==> config.mk <==
export PLATFORM = sky130hd
export DESIGN_NAME = dflush_seq
export DESIGN_NICKNAME = d
export VERILOG_FILES = /design/src/rtl/dflush_pkg.sv /design/src/rtl/dflush_cmd_decode.sv /design/src/rtl/dflush_blk_match.sv /design/src/rtl/dflush_seq.sv
export SDC_FILE = /design/constraint.sdc
export NUM_CORES = 1
export LEC_CHECK = 0
export ABC_AREA = 1
export BUFFER_PORTS_ARGS = -buffer_cell sky130_fd_sc_hd__buf_2
export CAP_MARGIN = 20
export CELL_PAD_IN_SITES_DETAIL_PLACEMENT = 1
export CELL_PAD_IN_SITES_GLOBAL_PLACEMENT = 1
export CORE_UTILIZATION = 37
export DETAILED_ROUTE_END_ITERATION = 8
export PLACE_DENSITY_LB_ADDON = 0.1
export SLEW_MARGIN = 25
export SYNTH_ARGS = -nofsm -noshare
export SYNTH_HDL_FRONTEND = slang
export SYNTH_SLANG_ARGS = --single-unit
==> constraint.sdc <==
create_clock -name clk -period 1.73 [get_ports clk]
set_clock_uncertainty 0.05 [all_clocks]
set_input_delay 0.0865 -clock clk [delete_from_list [all_inputs] [get_ports clk]]
set_output_delay 0.0865 -clock clk [all_outputs]
set_load 0.005 [all_outputs]
==> src/rtl/dflush_pkg.sv <==
package dflush_pkg;
    localparam int ADDR_W = 40;
    localparam int NUM_W  = 16;
    localparam int WORD_W = 32;

    typedef enum logic [2:0] {
        S_IDLE,
        S_EXEC,
        S_FWD,
        S_FLUSH,
        S_FLUSH_EXT,
        S_FIN
    } seq_state_e;
endpackage

==> src/rtl/dflush_cmd_decode.sv <==
module dflush_cmd_decode
    import dflush_pkg::*;
#(
    parameter int IDX_W = 2
) (
    input  logic [WORD_W-1:0] word,
    output logic [NUM_W-1:0]  hdr_num,
    output logic              hdr_stat,
    output logic [7:0]        addr_hi,
    output logic              f_fwd,
    output logic              f_rel,
    output logic [IDX_W-1:0]  f_idx,
    output logic              f_keep,
    output logic              f_blk,
    output logic              f_all,
    output logic              f_ext
);
    // beat-0 view
    assign hdr_num  = word[NUM_W-1:0];
    assign hdr_stat = word[16];
    // beat-2 view
    assign addr_hi  = word[7:0];
    assign f_fwd    = word[8];
    assign f_rel    = word[9];
    assign f_idx    = word[10 +: IDX_W];
    assign f_keep   = word[12];
    assign f_blk    = word[13];
    assign f_all    = word[14];
    assign f_ext    = word[15];

    logic unused_bits;
    assign unused_bits = ^word[WORD_W-1:17];
endmodule

==> src/rtl/dflush_blk_match.sv <==
module dflush_blk_match
    import dflush_pkg::*;
#(
    parameter int NUM_RES = 4
) (
    input  logic                             cache_blk,
    input  logic [NUM_RES-1:0]               busy,
    input  logic [NUM_RES-1:0][ADDR_W-1:0]   raddr,
    input  logic [ADDR_W-1:0]                lk_addr,
    output logic                             blocked
);
    logic [NUM_RES-1:0] hit;

    for (genvar g = 0; g < NUM_RES; g++) begin : g_cmp
        assign hit[g] = busy[g] && (raddr[g] == lk_addr);
    end

    assign blocked = cache_blk || (|hit);
endmodule

==> src/rtl/dflush_seq.sv <==
module dflush_seq
    import dflush_pkg::*;
#(
    parameter int              NUM_RES = 4,
    parameter logic [39:0]     EXT_OFS = 40'h100,
    localparam int             IDX_W   = $clog2(NUM_RES)
) (
    input  logic               clk,
    input  logic               rst_n,
    input  logic               cmd_valid,
    input  logic [31:0]        cmd_word,
    output logic               cmd_ready,
    input  logic               unblk_valid,
    input  logic               unblk_whole,
    input  logic [IDX_W-1:0]   unblk_idx,
    input  logic [15:0]        unblk_num,
    input  logic               unblk_stat_req,
    output logic               unblk_ready,
    output logic               fwd_req,
    output logic [39:0]        fwd_addr,
    input  logic               fwd_done,
    output logic               fl_req,
    output logic [39:0]        fl_addr,
    output logic               fl_inval,
    output logic               fl_all,
    input  logic               fl_done,
    input  logic [39:0]        lk_addr,
    output logic               lk_blocked,
    output logic               st_valid,
    output logic [15:0]        st_num,
    output logic               st_err
);
    typedef struct packed {
        seq_state_e                         state;
        logic [1:0]                         beat;
        logic [NUM_W-1:0]                   num;
        logic                               stat_req;
        logic [ADDR_W-1:0]                  addr;
        logic                               fwd;
        logic                               rel;
        logic [IDX_W-1:0]                   idx;
        logic                               keep;
        logic                               blk;
        logic                               all;
        logic                               ext;
        logic                               err;
        logic                               cache_blk;
        logic [NUM_RES-1:0]                 busy;
        logic [NUM_RES-1:0][ADDR_W-1:0]     raddr;
    } seq_regs_t;

    seq_regs_t q, d;

    logic [NUM_W-1:0] dec_num;
    logic             dec_stat, dec_fwd, dec_rel, dec_keep, dec_blk, dec_all, dec_ext;
    logic [7:0]       dec_hi;
    logic [IDX_W-1:0] dec_idx;

    dflush_cmd_decode #(.IDX_W(IDX_W)) u_dec (
        .word    (cmd_word),
        .hdr_num (dec_num),
        .hdr_stat(dec_stat),
        .addr_hi (dec_hi),
        .f_fwd   (dec_fwd),
        .f_rel   (dec_rel),
        .f_idx   (dec_idx),
        .f_keep  (dec_keep),
        .f_blk   (dec_blk),
        .f_all   (dec_all),
        .f_ext   (dec_ext)
    );

    dflush_blk_match #(.NUM_RES(NUM_RES)) u_match (
        .cache_blk(q.cache_blk),
        .busy     (q.busy),
        .raddr    (q.raddr),
        .lk_addr  (lk_addr),
        .blocked  (lk_blocked)
    );

    logic idle;
    assign idle        = (q.state == S_IDLE);
    assign unblk_ready = idle && (q.beat == 2'd0);
    assign cmd_ready   = idle && !(unblk_valid && q.beat == 2'd0);

    always_comb begin
        d = q;
        unique case (q.state)
            S_IDLE: begin
                if (unblk_valid && unblk_ready) begin
                    d.num      = unblk_num;
                    d.stat_req = unblk_stat_req;
                    d.err      = 1'b0;
                    d.blk      = 1'b0;
                    d.all      = 1'b0;
                    if (unblk_whole) begin
                        d.cache_blk = 1'b0;
                    end else if (q.busy[unblk_idx]) begin
                        d.busy[unblk_idx] = 1'b0;
                    end else begin
                        d.err = 1'b1;
                    end
                    d.state = S_FIN;
                end else if (cmd_valid && cmd_ready) begin
                    unique case (q.beat)
                        2'd0: begin
                            d.num      = dec_num;
                            d.stat_req = dec_stat;
                            d.beat     = 2'd1;
                        end
                        2'd1: begin
                            d.addr[31:0] = cmd_word;
                            d.beat       = 2'd2;
                        end
                        default: begin
                            d.addr[39:32] = dec_hi;
                            d.fwd   = dec_fwd;
                            d.rel   = dec_rel;
                            d.idx   = dec_idx;
                            d.keep  = dec_keep;
                            d.blk   = dec_blk;
                            d.all   = dec_all;
                            d.ext   = dec_ext;
                            d.err   = 1'b0;
                            d.beat  = 2'd0;
                            d.state = S_EXEC;
                        end
                    endcase
                end
            end
            S_EXEC: begin
                if (q.all) begin
                    d.cache_blk = 1'b1;
                    d.state     = S_FLUSH;
                end else if (q.rel && !q.busy[q.idx]) begin
                    d.err   = 1'b1;
                    d.state = S_FIN;
                end else if (q.blk && q.busy[q.idx] && !q.rel) begin
                    d.err   = 1'b1;
                    d.state = S_FIN;
                end else begin
                    if (q.rel) begin
                        d.busy[q.idx] = 1'b0;
                    end
                    d.state = q.fwd ? S_FWD : S_FLUSH;
                end
            end
            S_FWD: begin
                if (fwd_done) begin
                    d.state = S_FLUSH;
                end
            end
            S_FLUSH: begin
                if (fl_done) begin
                    d.state = (q.ext && !q.all) ? S_FLUSH_EXT : S_FIN;
                end
            end
            S_FLUSH_EXT: begin
                if (fl_done) begin
                    d.state = S_FIN;
                end
            end
            default: begin
                if (!q.err && q.blk && !q.all) begin
                    d.busy[q.idx]  = 1'b1;
                    d.raddr[q.idx] = q.addr;
                end
                d.state = S_IDLE;
            end
        endcase
    end

    always_ff @(posedge clk) begin
        if (!rst_n) begin
            q <= '0;
        end else begin
            q <= d;
        end
    end

    assign fwd_req  = (q.state == S_FWD);
    assign fwd_addr = q.addr;
    assign fl_req   = (q.state == S_FLUSH) || (q.state == S_FLUSH_EXT);
    assign fl_addr  = (q.state == S_FLUSH_EXT) ? (q.addr + EXT_OFS) : q.addr;
    assign fl_inval = q.all || !q.keep;
    assign fl_all   = q.all;
    assign st_valid = (q.state == S_FIN) && q.stat_req;
    assign st_num   = q.num;
    assign st_err   = q.err;
endmodule

==> metrics.txt, run 1 <==
Critical Path AT=2.28 ns; CTS buffer count=29; run status=finished, violations left; 1st-pass router iterations=6; Fin. Hold Viols=0; Post-synth ARST share=0; power per cell area=989.5 mW/mm^2; largest net degree at the start of global routing=62; non-filler cells in the finished layout=2630; fraction of layout cells with a size suffix above 1=0.2743; worst r2r path cells=11; Worst R2R End=fwd_addr[18]$_SDFFE_PN0P_; Row Count=66; Syn Area/Cell=6.757 um^2; Max rail drop VDD=0.9853 mV; CTS tree=done; DR DRC count=0; Slew Viols, Final=0; flops & latches, synth=236; I/O pins=203; # setup viols final=97; Worst R2R Setup Slack=-0.19 ns; total core area=0.03287 mm^2; Die X=185.7 um; port bufs=202; Mapped Area=0.01248 mm^2; Critical path buffers and inverters=5; H-tree depth=1; MaxCap Viol Count=0; critical path endpoint category=primary output; Starting Density=0.3797; Yosys top cell by area=dfxtp_1; prevailing post-synth register cell=dfxtp_1; commonest non-fill, non-tap cells in the layout=396 x nand2_1, 228 x inv_1, 221 x dfxtp_1; Worst Hold Path EP=q[163]$_SDFFE_PN0P_; Yosys cell types=34; DP Worst Slack=-0.1996 ns; Slew @ Worst Pin=0.5572 ns; vias per std cell=5.273; CTS root buf=clkbuf_16; grt total ovfl=0; deepest clock path buffer count=3; crit-path cells=nor2_4 > nand2_4 > nor2_4 > nand2_4 > nor2_4 > buf_6 > nand2_4 > buf_4 > buf_6 > buf_6 > xor2_2 > buf_2; Slew HR=0.6281; Final nets=2268; routed length on met1=24640 um; first-pass GRT wire length=86170 um; dpl cells=2482; Tot GR Track Use=0.3363; vias=13.87k; RSZ-0062 raised after global routing=true; top area cells in the synthesized netlist=dfxtp_1 38%, nand2_1 13%, a21oi_1 9.2%, o21ai_0 8.0%, inv_1 7.1%; met2 WL post-DR=28550 um; initial antenna violation count=1; Fillers=4210; number of synthesized flops with an enable pin=0; Critical Path Fanout Max=3; Routed WL=58900 um; crit start category=register; Crit path largest cell delay=0.33 ns; crit path time final=2.412 ns; Post-DRT Antenna Nets=0; Final period util=1.394; HP Start=unblk_idx[0]; CP required=1.59 ns; top-area cell type share of the netlist area=0.3786; chip height=185.7 um; 1st-iter DRT viols=762; CTS sink count=236; RD Place Congestion=0.8958; Critical Path Slowest Stage Cell=dfxtp_2; commonest non-fill, non-tap cell in the layout=nand2_1; violated checks=negative setup slack; leakage=7.301 nW; clock latency on the worst-skew pair=0.56 ns; Area growth syn-to-layout=38.15%; DR top layer=met4; CTS clk-pin slew, worst paths=0.06 ns; vias in the first global route=14.12k; min-delay worst type=primary input to register; Critical Setup Path Class=register to primary output; register area share after synthesis=0.3786; synth warn=0; DP Wirelength=40540 um; Net Count, Synth=1946; reg2reg start=q[233]$_SDFFE_PN0P_; f_max=414.6 MHz; CP delay by family, top=simple AND/OR/NAND/NOR gates; Die ar.=0.03447 mm^2; Routed met3 length=3097 um; depth of the worst hold-timing path=6; Post-Synthesis Cells=1847; DR WL/cell=22.40 um; post-route worst setup slack=-0.6819 ns
==> logic make-up after synthesis <==
| kind of cell | synth area share |
|---|---|
| simple gates | 0.2313 |
| flops | 0.3786 |
| xor+xnor | 0.05123 |
| compound gates | 0.1909 |
| buf+inv | 0.1470 |
| fa+ha+maj | 0.001002 |
==> worst max-delay path by stage <==
stage	start	endpoint	slack, ns	cells after the start
floorplan	fwd_addr[9]$_SDFFE_PN0P_	fl_addr[36]	0.05	9
global placement	fwd_addr[8]$_SDFFE_PN0P_	fl_addr[34]	-0.15	11
detailed placement	fwd_addr[8]$_SDFFE_PN0P_	fl_addr[36]	-0.20	11
CTS	fwd_addr[9]$_SDFFE_PN0P_	fl_addr[36]	-0.63	11
global route	fwd_addr[9]$_SDFFE_PN0P_	fl_addr[26]	-0.78	11
finish	q[233]$_SDFFE_PN0P_	fl_addr[22]	-0.68	12
==> where the power goes <==
group / switching, W / internal [W]
Combinational: 0.00277 / 0.00199
Sequential: 0.000276 / 0.00570
Clock: 0.00254 / 0.00378
Total: 0.00559 / 0.0115
==> worst reg2reg max path, cell delays in order, from the launching register on <==
cell and delay [ns]:
dfxtp_2 0.33, nor2_4 0.14, buf_4 0.18, nand2_8 0.07, inv_4 0.07, nand2_4 0.06, nor2_4 0.17, nand3_4 0.19
buf_12 0.21, buf_16 0.15, o21ai_2 0.13, a21oi_1 0.06
==> layout make-up <==
cell class / count / area (um^2) / area share
multi-input combinational: 1215 / 6568 / 0.3809
sequential: 236 / 4743 / 0.2751
timing repair buffer: 442 / 3458 / 0.2006
inverter: 244 / 944.7 / 0.05479
clock buffer: 40 / 837.1 / 0.04855
tap: 442 / 553.0 / 0.03208
clock inverter: 9 / 122.6 / 0.007112
timing repair inverter: 1 / 11.26 / 0.0006532
antenna: 1 / 2.502 / 0.0001451
==> per-layer routing <==
layer | track usage | vias to the layer above
met4 | 0.1361 | 0
li1 | - | 6527
met2 | 0.5808 | 457
met1 | 0.4232 | 6757
met3 | 0.04070 | 128
met5 | 0 | -
==> metrics by stage <==
stage               hold slack (ns)  power, W  setup TNS, ns  utilization  area (um^2)
finish                      0.02864   0.01706         -21.67       0.5246        17240
global route                0.08152   0.01765         -27.89       0.5245        17240
CTS                         0.01227   0.01669         -19.20       0.5134        16870
detailed placement           0.3137  0.009505         -5.656       0.4383        14410
global placement             0.3056  0.009425         -1.693       0.4383        14410
floorplan                    0.1837  0.008041              0            -        12480
==> cells in the mapped netlist, types with 10 or more instances <==
library cell and n:
xnor2_1 29, a21oi_1 230, buf_2 16, dfxtp_1 236, nor3_1 22, clkbuf_1 61
buf_6 10, xor2_1 44, nor2_1 79, inv_1 237, o21ai_1 19, a31oi_1 16
nand3_1 90, nand4_1 34, buf_4 66, nand2_1 416, o21ai_0 200
==> what timing repair did <==
item / in CTS / in global routing
gates cloned: 9 / 3
setup endpoints to repair: 108 / 241
buffers inserted: 23 / 15
hold buffers: 55 / 0
gates resized for setup: 192 / 87
hold endpoints to repair: 83 / 0
pin swaps: 31 / 23
(Power assumes the default switching activity.)
==> inputs of run 2 (changes only) <==
- ABC_AREA: 1 -> 0
- CORE_UTILIZATION: 37 -> 38
==> run 2 against run 1 <==
The run still ends with negative setup slack left. Global-route usage grew 1.3 points. Utilization grew 11 points. Die area fell by 5.0%. Critical path depth is 5 lower. Wire length rose by 19%. Sequential share of layout area fell by 3.8 points.
==> metrics.txt, run 2 <==
prevailing post-synth register cell=dfxtp_1; f_max=366.1 MHz (-12%); synth warn=0 (unchanged); cell with the most instances after synthesis=nand2_1; fraction of layout cells with a size suffix above 1=0.5101 (+0.2358); Comb pwr share=0.302 (+0.023); crit start category=register; # setup viols final=276 (+180%); Final nets=1961 (-14%); Fillers=3370 (-20%); run status=finished, violations left; fin area=0.01997 mm^2 (+16%); Clk pwr share=0.348 (-0.023); placed inst area=0.01398 mm^2 (-3.0%); Core Util, Final=0.6328 (+0.1082); Critical Path AT=2.60 ns (+0.32 ns); CTS sink count=236 (unchanged); Yosys top cell by area=dfxtp_1; depth of the worst hold-timing path=5 (-1); multi-input logic area=0.008708 mm^2 (+33%); CTS buffer count=28 (-3.4%); WP depth=7 (-5); Sw Share=0.3156 (-0.01189); Pint=0.01172 W (+2.2%); min-delay worst type=primary input to register; CTS root buf=clkbuf_16; Critical Path Fanout Max=2 (-1); Fin. Hold Viols=0 (unchanged); Die ar.=0.03275 mm^2 (-5.0%); RD Place Congestion=0.9092 (+1.5%); Yosys cell types=52 (+53%); H-tree depth=1 (unchanged); largest net degree at the start of global routing=56 (-9.7%); CP required=1.59 ns (about the same); number of synthesized flops with an enable pin=0 (unchanged); flops & latches, synth=236 (unchanged); leakage=9.320 nW (+28%); Synth top cells by count=469 x nand2_1, 236 x dfxtp_1, 113 x a21boi_1; DP Wirelength=32460 um (-20%); Area growth syn-to-layout=64.05%; total core area=0.03156 mm^2 (-4.0%); port bufs=202 (unchanged); commonest non-fill, non-tap cell in the layout=dfxtp_1; Tot GR Track Use=0.3494 (+0.01313); Post-synth ARST share=0 (unchanged); DR WL/cell=30.67 um (+37%); Routed WL=70020 um (+19%); Critical Setup Path Class=register to primary output; Critical path buffers and inverters=1 (-4); CP delay by family, top=simple AND/OR/NAND/NOR gates; dpl cells=2057 (-17%); crit-path cells=xor2_1 > nor4_2 > nand4_1 > nor4_2 > nand4_1 > nand3_1 > buf_2; 1st-iter DRT viols=1230 (+61%); critical path endpoint category=primary output; DR DRC count=0 (unchanged); first-pass GRT wire length=85080 um (-1.3%); commonest non-fill, non-tap cells in the layout=225 x dfxtp_1, 219 x nand2_1, 199 x buf_2; Slew Viols, Final=0 (unchanged); DP Worst Slack=-0.3592 ns (-0.1596 ns); vias in the first global route=12.95k (-8.3%); Sw Pwr=0.005405 W (-3.2%); Slew @ Worst Pin=0.8018 ns (+0.2446 ns); Die X=181.0 um (-2.5%); post-route worst setup slack=-1.002 ns (-0.3199 ns); register area share after synthesis=0.3882 (+0.009574); vias=13.48k (-2.8%); chip height=181.0 um (-2.5%); deepest clock path buffer count=3 (unchanged); I/O pins=203 (unchanged); Crit path largest cell delay=0.45 ns (+0.12 ns); violated checks=negative setup slack; grt total ovfl=0 (unchanged); top-area cell type share of the netlist area=0.3882 (+0.009574); worst r2r path cells=14 (+3); setup TNS=-122.76 ns (-101.09 ns); Row Count=65 (-1.5%); clock latency on the worst-skew pair=0.56 ns (about the same); initial antenna violation count=1 (unchanged); Syn Area/Cell=8.131 um^2 (+20%); Max rail drop VDD=1.042 mV (+5.7%); MaxCap Viol Count=0 (unchanged); Final period util=1.579 (+0.1849); Post-Synthesis Cells=1497 (-19%); RSZ-0062 raised after global routing=true; Slew HR=0.4648 (-0.1633); CTS clk-pin slew, worst paths=0.06 ns (about the same); Post-DRT Antenna Nets=0 (unchanged); share of power burned in registers=0.350 (about the same); Net Count, Synth=1596 (-18%); Reg area=0.004743 mm^2 (unchanged); Starting Density=0.3857 (+0.006024); Mapped Area=0.01217 mm^2 (-2.5%); power per cell area=857.8 mW/mm^2 (-13%); non-filler cells in the finished layout=2283 (-13%); 1st-pass router iterations=5 (-1); top area cells in the synthesized netlist=dfxtp_1 39%, nand2_1 14%, xor2_1 7.5%, a21boi_1 7.0%, a21boi_0 5.9%; vias per std cell=5.903 (+12%); crit path time final=2.732 ns (+0.3199 ns); CTS tree=done; Critical Path Slowest Stage Cell=dfxtp_1
==> run 2: cell types whose count changed after synthesis, sizes merged, moves of 17 or more <==
cell and delta:
o211a +17, xnor2 +52, nor4 +24, a22oi +21
o21ai -214, inv -235, nand3 -72, a21boi +209
xor2 +60, nand2 +44, a21oi -224, buf +19
nor2 -77
==> run 2: timing repair <==
action	in CTS	in global routing
resized for setup	325	522
buffers inserted	46	41
setup endpoints to repair	255	273
hold buffers	55	0
gates cloned	42	17
endpoints found under the hold margin	89	0
pin swaps	153	280
==> run 2: path summary, 6_finish.rpt <==
path / start / end / slack (ns)
setup / recovery: register / lk_blocked / -1.00
hold / removal: cmd_valid / st_err$_SDFFE_PN0P_ / 0.06
hold reg to reg: register / register / 0.41
setup reg to reg: q[233]$_SDFFE_PN0P_ / fwd_addr[21]$_SDFFE_PN0P_ / -0.67
==> run 2: area by class of cell <==
class / instances / area share
multi-input combinational: 1075 / 0.4361
timing repair buffer: 514 / 0.2558
tap: 402 / 0.02519
sequential: 236 / 0.2375
antenna: 1 / 0.0001253
inverter: 7 / 0.001316
clock buffer: 48 / 0.04393
==> run 2: routing by layer <==
layer / track usage / vias to the layer above / share of wire
li1: - / 5627 / -
met1: 0.4282 / 6720 / 0.37
met2: 0.5863 / 800 / 0.46
met3: 0.06027 / 328 / 0.084
met4: 0.1834 / 2 / 0.083
met5: 0 / - / 0.00011
==> run 2: worst reg2reg max path, stage by stage, from the launching register on <==
cell and delay (ns):
dfxtp_4 0.37, buf_6 0.12, buf_6 0.10, buf_6 0.10, buf_6 0.12, buf_12 0.12, nor3_4 0.13, and3b_2 0.26
nand2_2 0.09, buf_6 0.13, nor2_4 0.15, buf_8 0.18, buf_12 0.18, nand2_2 0.09, a21boi_1 0.12
==> run 2: power groups by stage <==
stage,Clock (W),Sequential [W],Combinational [W]
2_1_floorplan,0,0.00599,0.00193
3_3_place_gp,0,0.00604,0.00290
3_5_place_dp,0,0.00604,0.00295
4_1_cts,0.00581,0.00595,0.00379
5_1_grt,0.00614,0.00602,0.00537
6_report,0.00596,0.00599,0.00518
==> run 2: cell families after synthesis <==
kind of cell               Yosys count  share of synthesized area
AOI/OAI and AO/OA                  277                     0.1740
xor gates and xnor gates           185                     0.1331
adders and majority gates            1                   0.001028
buffers and inverters              186                    0.08326
DFF                                236                     0.3882
muxes                                4                   0.005345
and+or+nand+nor                    608                     0.2151
==> run 2: metrics by stage <==
stage | hold slack (ns) | power [W]
after floorplan | 0.1638 | 0.007925
after global placement | 0.2819 | 0.008940
after detailed placement | 0.2849 | 0.008993
after CTS | 0.008924 | 0.01555
after global routing | 0.09255 | 0.01753
final | 0.06072 | 0.01713
==> inputs of run 3 (changes only) <==
- CORE_ASPECT_RATIO: unset -> 1.1
- RECOVER_POWER: unset -> 100
==> run 3 against run 2 <==
The run still ends with negative setup slack left. Utilization is 2.0 points lower. Combinational power is 8.3% lower. Non-clock buffer count shrank 8. Final cell count increased by 0.39%. Fmax is essentially flat. Largest cell class unchanged.
==> metrics.txt, run 3 (synthesized netlist as in run 2, its figures left out) <==
run status=finished, violations left; violated checks=negative setup slack; grt total ovfl=0 (unchanged); multi-input logic area=0.008468 mm^2 (-2.8%); first-pass GRT wire length=84010 um (-1.3%); Critical Path Fanout Max=2 (unchanged); CTS clk-pin slew, worst paths=0.07 ns (about the same); critical path endpoint category=primary output; Most common cell on crit path=nand3_1; DR DRC count=0 (unchanged); # setup viols final=274 (-0.72%); Slew Viols, Final=0 (unchanged); port bufs=202 (unchanged); Fin. Hold Viols=0 (unchanged); Final nets=1952 (-0.46%); Max rail drop VDD=1.123 mV (+7.8%); Starting Density=0.3866 (+0.0009199); RD Place Congestion=0.8933 (-1.7%); initial antenna violation count=2 (+1); fraction of layout cells with a size suffix above 1=0.4754 (-0.03468); commonest non-fill, non-tap cells in the layout=243 x nand2_1, 228 x dfxtp_1, 186 x buf_2; Row Count=68 (+4.6%); met2 Resource Use GR=0.5799 (-0.006385); Slew HR=0.4759 (+0.01118); 1st-iter DRT viols=1012 (-18%); clock latency on the worst-skew pair=0.57 ns (about the same); MaxCap Viol Count=0 (unchanged); Critical Path AT=2.60 ns (about the same); Top Usage Layer GRT=met2; leakage=8.597 nW (-7.8%); Area growth syn-to-layout=58.51%; f_max=366.0 MHz (about the same); CTS root buf=clkbuf_16; routing usage on met3=0.06894 (+0.008675); post-route worst setup slack=-1.002 ns (-0.0001600 ns); deepest clock path buffer count=3 (unchanged); setup TNS=-60.29 ns (+62.48 ns); vias in the first global route=13.07k (+0.93%); Reg area=0.004740 mm^2 (about the same); I/O pins=203 (unchanged); DR WL/cell=27.93 um (-8.9%); 1st-pass router iterations=5 (unchanged); # diodes=0 (-1); CP required=1.59 ns (about the same); CTS tree=done; Routed WL=64020 um (-8.6%); H-tree depth=1 (unchanged); CTS sink count=236 (unchanged); Critical Path Slowest Stage Cell=xnor2_1; total power=0.01641 W (-4.2%); Die ar.=0.03275 mm^2 (about the same); total core area=0.03148 mm^2 (-0.24%); Tot GR Track Use=0.3456 (-0.003856); power per cell area=850.4 mW/mm^2 (-0.86%); min-delay worst type=primary input to register; Post-DRT Antenna Nets=0 (unchanged); largest net degree at the start of global routing=62 (+11%); Fillers=3468 (+2.9%); Die X=172.6 um (-4.6%); met1 Resource Use GR=0.4029 (-0.02524); chip height=189.7 um (+4.8%); RSZ-0062 raised after global routing=true; Final period util=1.579 (about the same); CTS buffer count=27 (-3.6%); Crit path largest cell delay=0.64 ns (+0.19 ns); DP Worst Slack=-0.2724 ns (+0.08679 ns); hold_ws=0.1722 ns (+0.1115 ns); crit-path cells=xnor2_1 > nand3_1 > nor4_1 > nand4_1 > nand3_1 > buf_2; vias=13.05k (-3.2%); Critical Setup Path Class=register to primary output; vias per std cell=5.692 (-3.6%); crit start category=register; commonest non-fill, non-tap cell in the layout=nand2_1; DP Wirelength=32630 um (+0.51%); crit path time final=2.732 ns (+0.0001600 ns); Slew @ Worst Pin=0.7805 ns (-0.02128 ns)
[run 3: cell types whose count changed in the layout (fill, tap and decap cells not counted), moves of 7 or more]
cell,change
nand2_4,-15
a21boi_0,+16
clkbuf_1,+10
clkbuf_2,+25
a21boi_1,-11
nand2_1,+24
buf_4,-20
nand2_2,-8
buf_2,-13
clkbuf_16,-7
[run 3: worst paths after layout]
path	startpoint	endpoint	slack, ns	depth (start not counted)
hold reg to reg	register	register	0.41	2
setup reg to reg	q[170]$_SDFFE_PN0P_	q[235]$_SDFFE_PN0P_	-0.26	6
hold / removal	fwd_done	q[235]$_SDFFE_PN0P_	0.17	6
setup / recovery	register	lk_blocked	-1.00	6
[run 3: area by class of cell]
type / count / area share
Tap cell: 420 / 0.02724
Clock inverter: 10 / 0.004280
Multi-Input combinational cell: 1075 / 0.4389
Inverter: 7 / 0.001362
Clock buffer: 38 / 0.03923
Timing Repair Buffer: 506 / 0.2433
Sequential cell: 236 / 0.2457
[run 3: timing repair]
item / 4_1_cts / 5_1_grt
gates resized for setup: 273 / 489
hold buffers: 57 / 0
hold endpoints to repair: 103 / 0
endpoints found under the setup margin: 271 / 273
gates cloned: 37 / 10
pin swaps: 106 / 262
buffers inserted: 47 / 34
[run 3: stage by stage]
| stage | util | cells | instance area, um^2 |
|---|---|---|---|
| finish | 0.6129 | 2292 | 19290 |
| global route | 0.6129 | 2292 | 19290 |
| CTS | 0.5629 | 2276 | 17720 |
| detailed placement | 0.4503 | 2090 | 14180 |
| global placement | 0.4503 | 2090 | 14180 |
| floorplan | - | 1497 | 12220 |
[run 3: routing by layer]
metal | wire length, um | vias up
met5 | 27 | -
met1 | 23490 | 6469
met2 | 29720 | 675
met3 | 5361 | 285
met4 | 5424 | 4
li1 | - | 5614
[run 3: critical path, delay by kind of cell, from the launching register on]
family	cells	cell delay, ns
AND/OR/NAND/NOR	4	0.91
buffers and inverters	1	0.15
XOR/XNOR	1	0.64
flip-flops	1	0.35
[run 3: report_power, final]
part           switching, W  internal (W)  total (W)
clock               0.00249       0.00318    0.00568
sequential         0.000240       0.00573    0.00597
combinational       0.00243       0.00232    0.00475
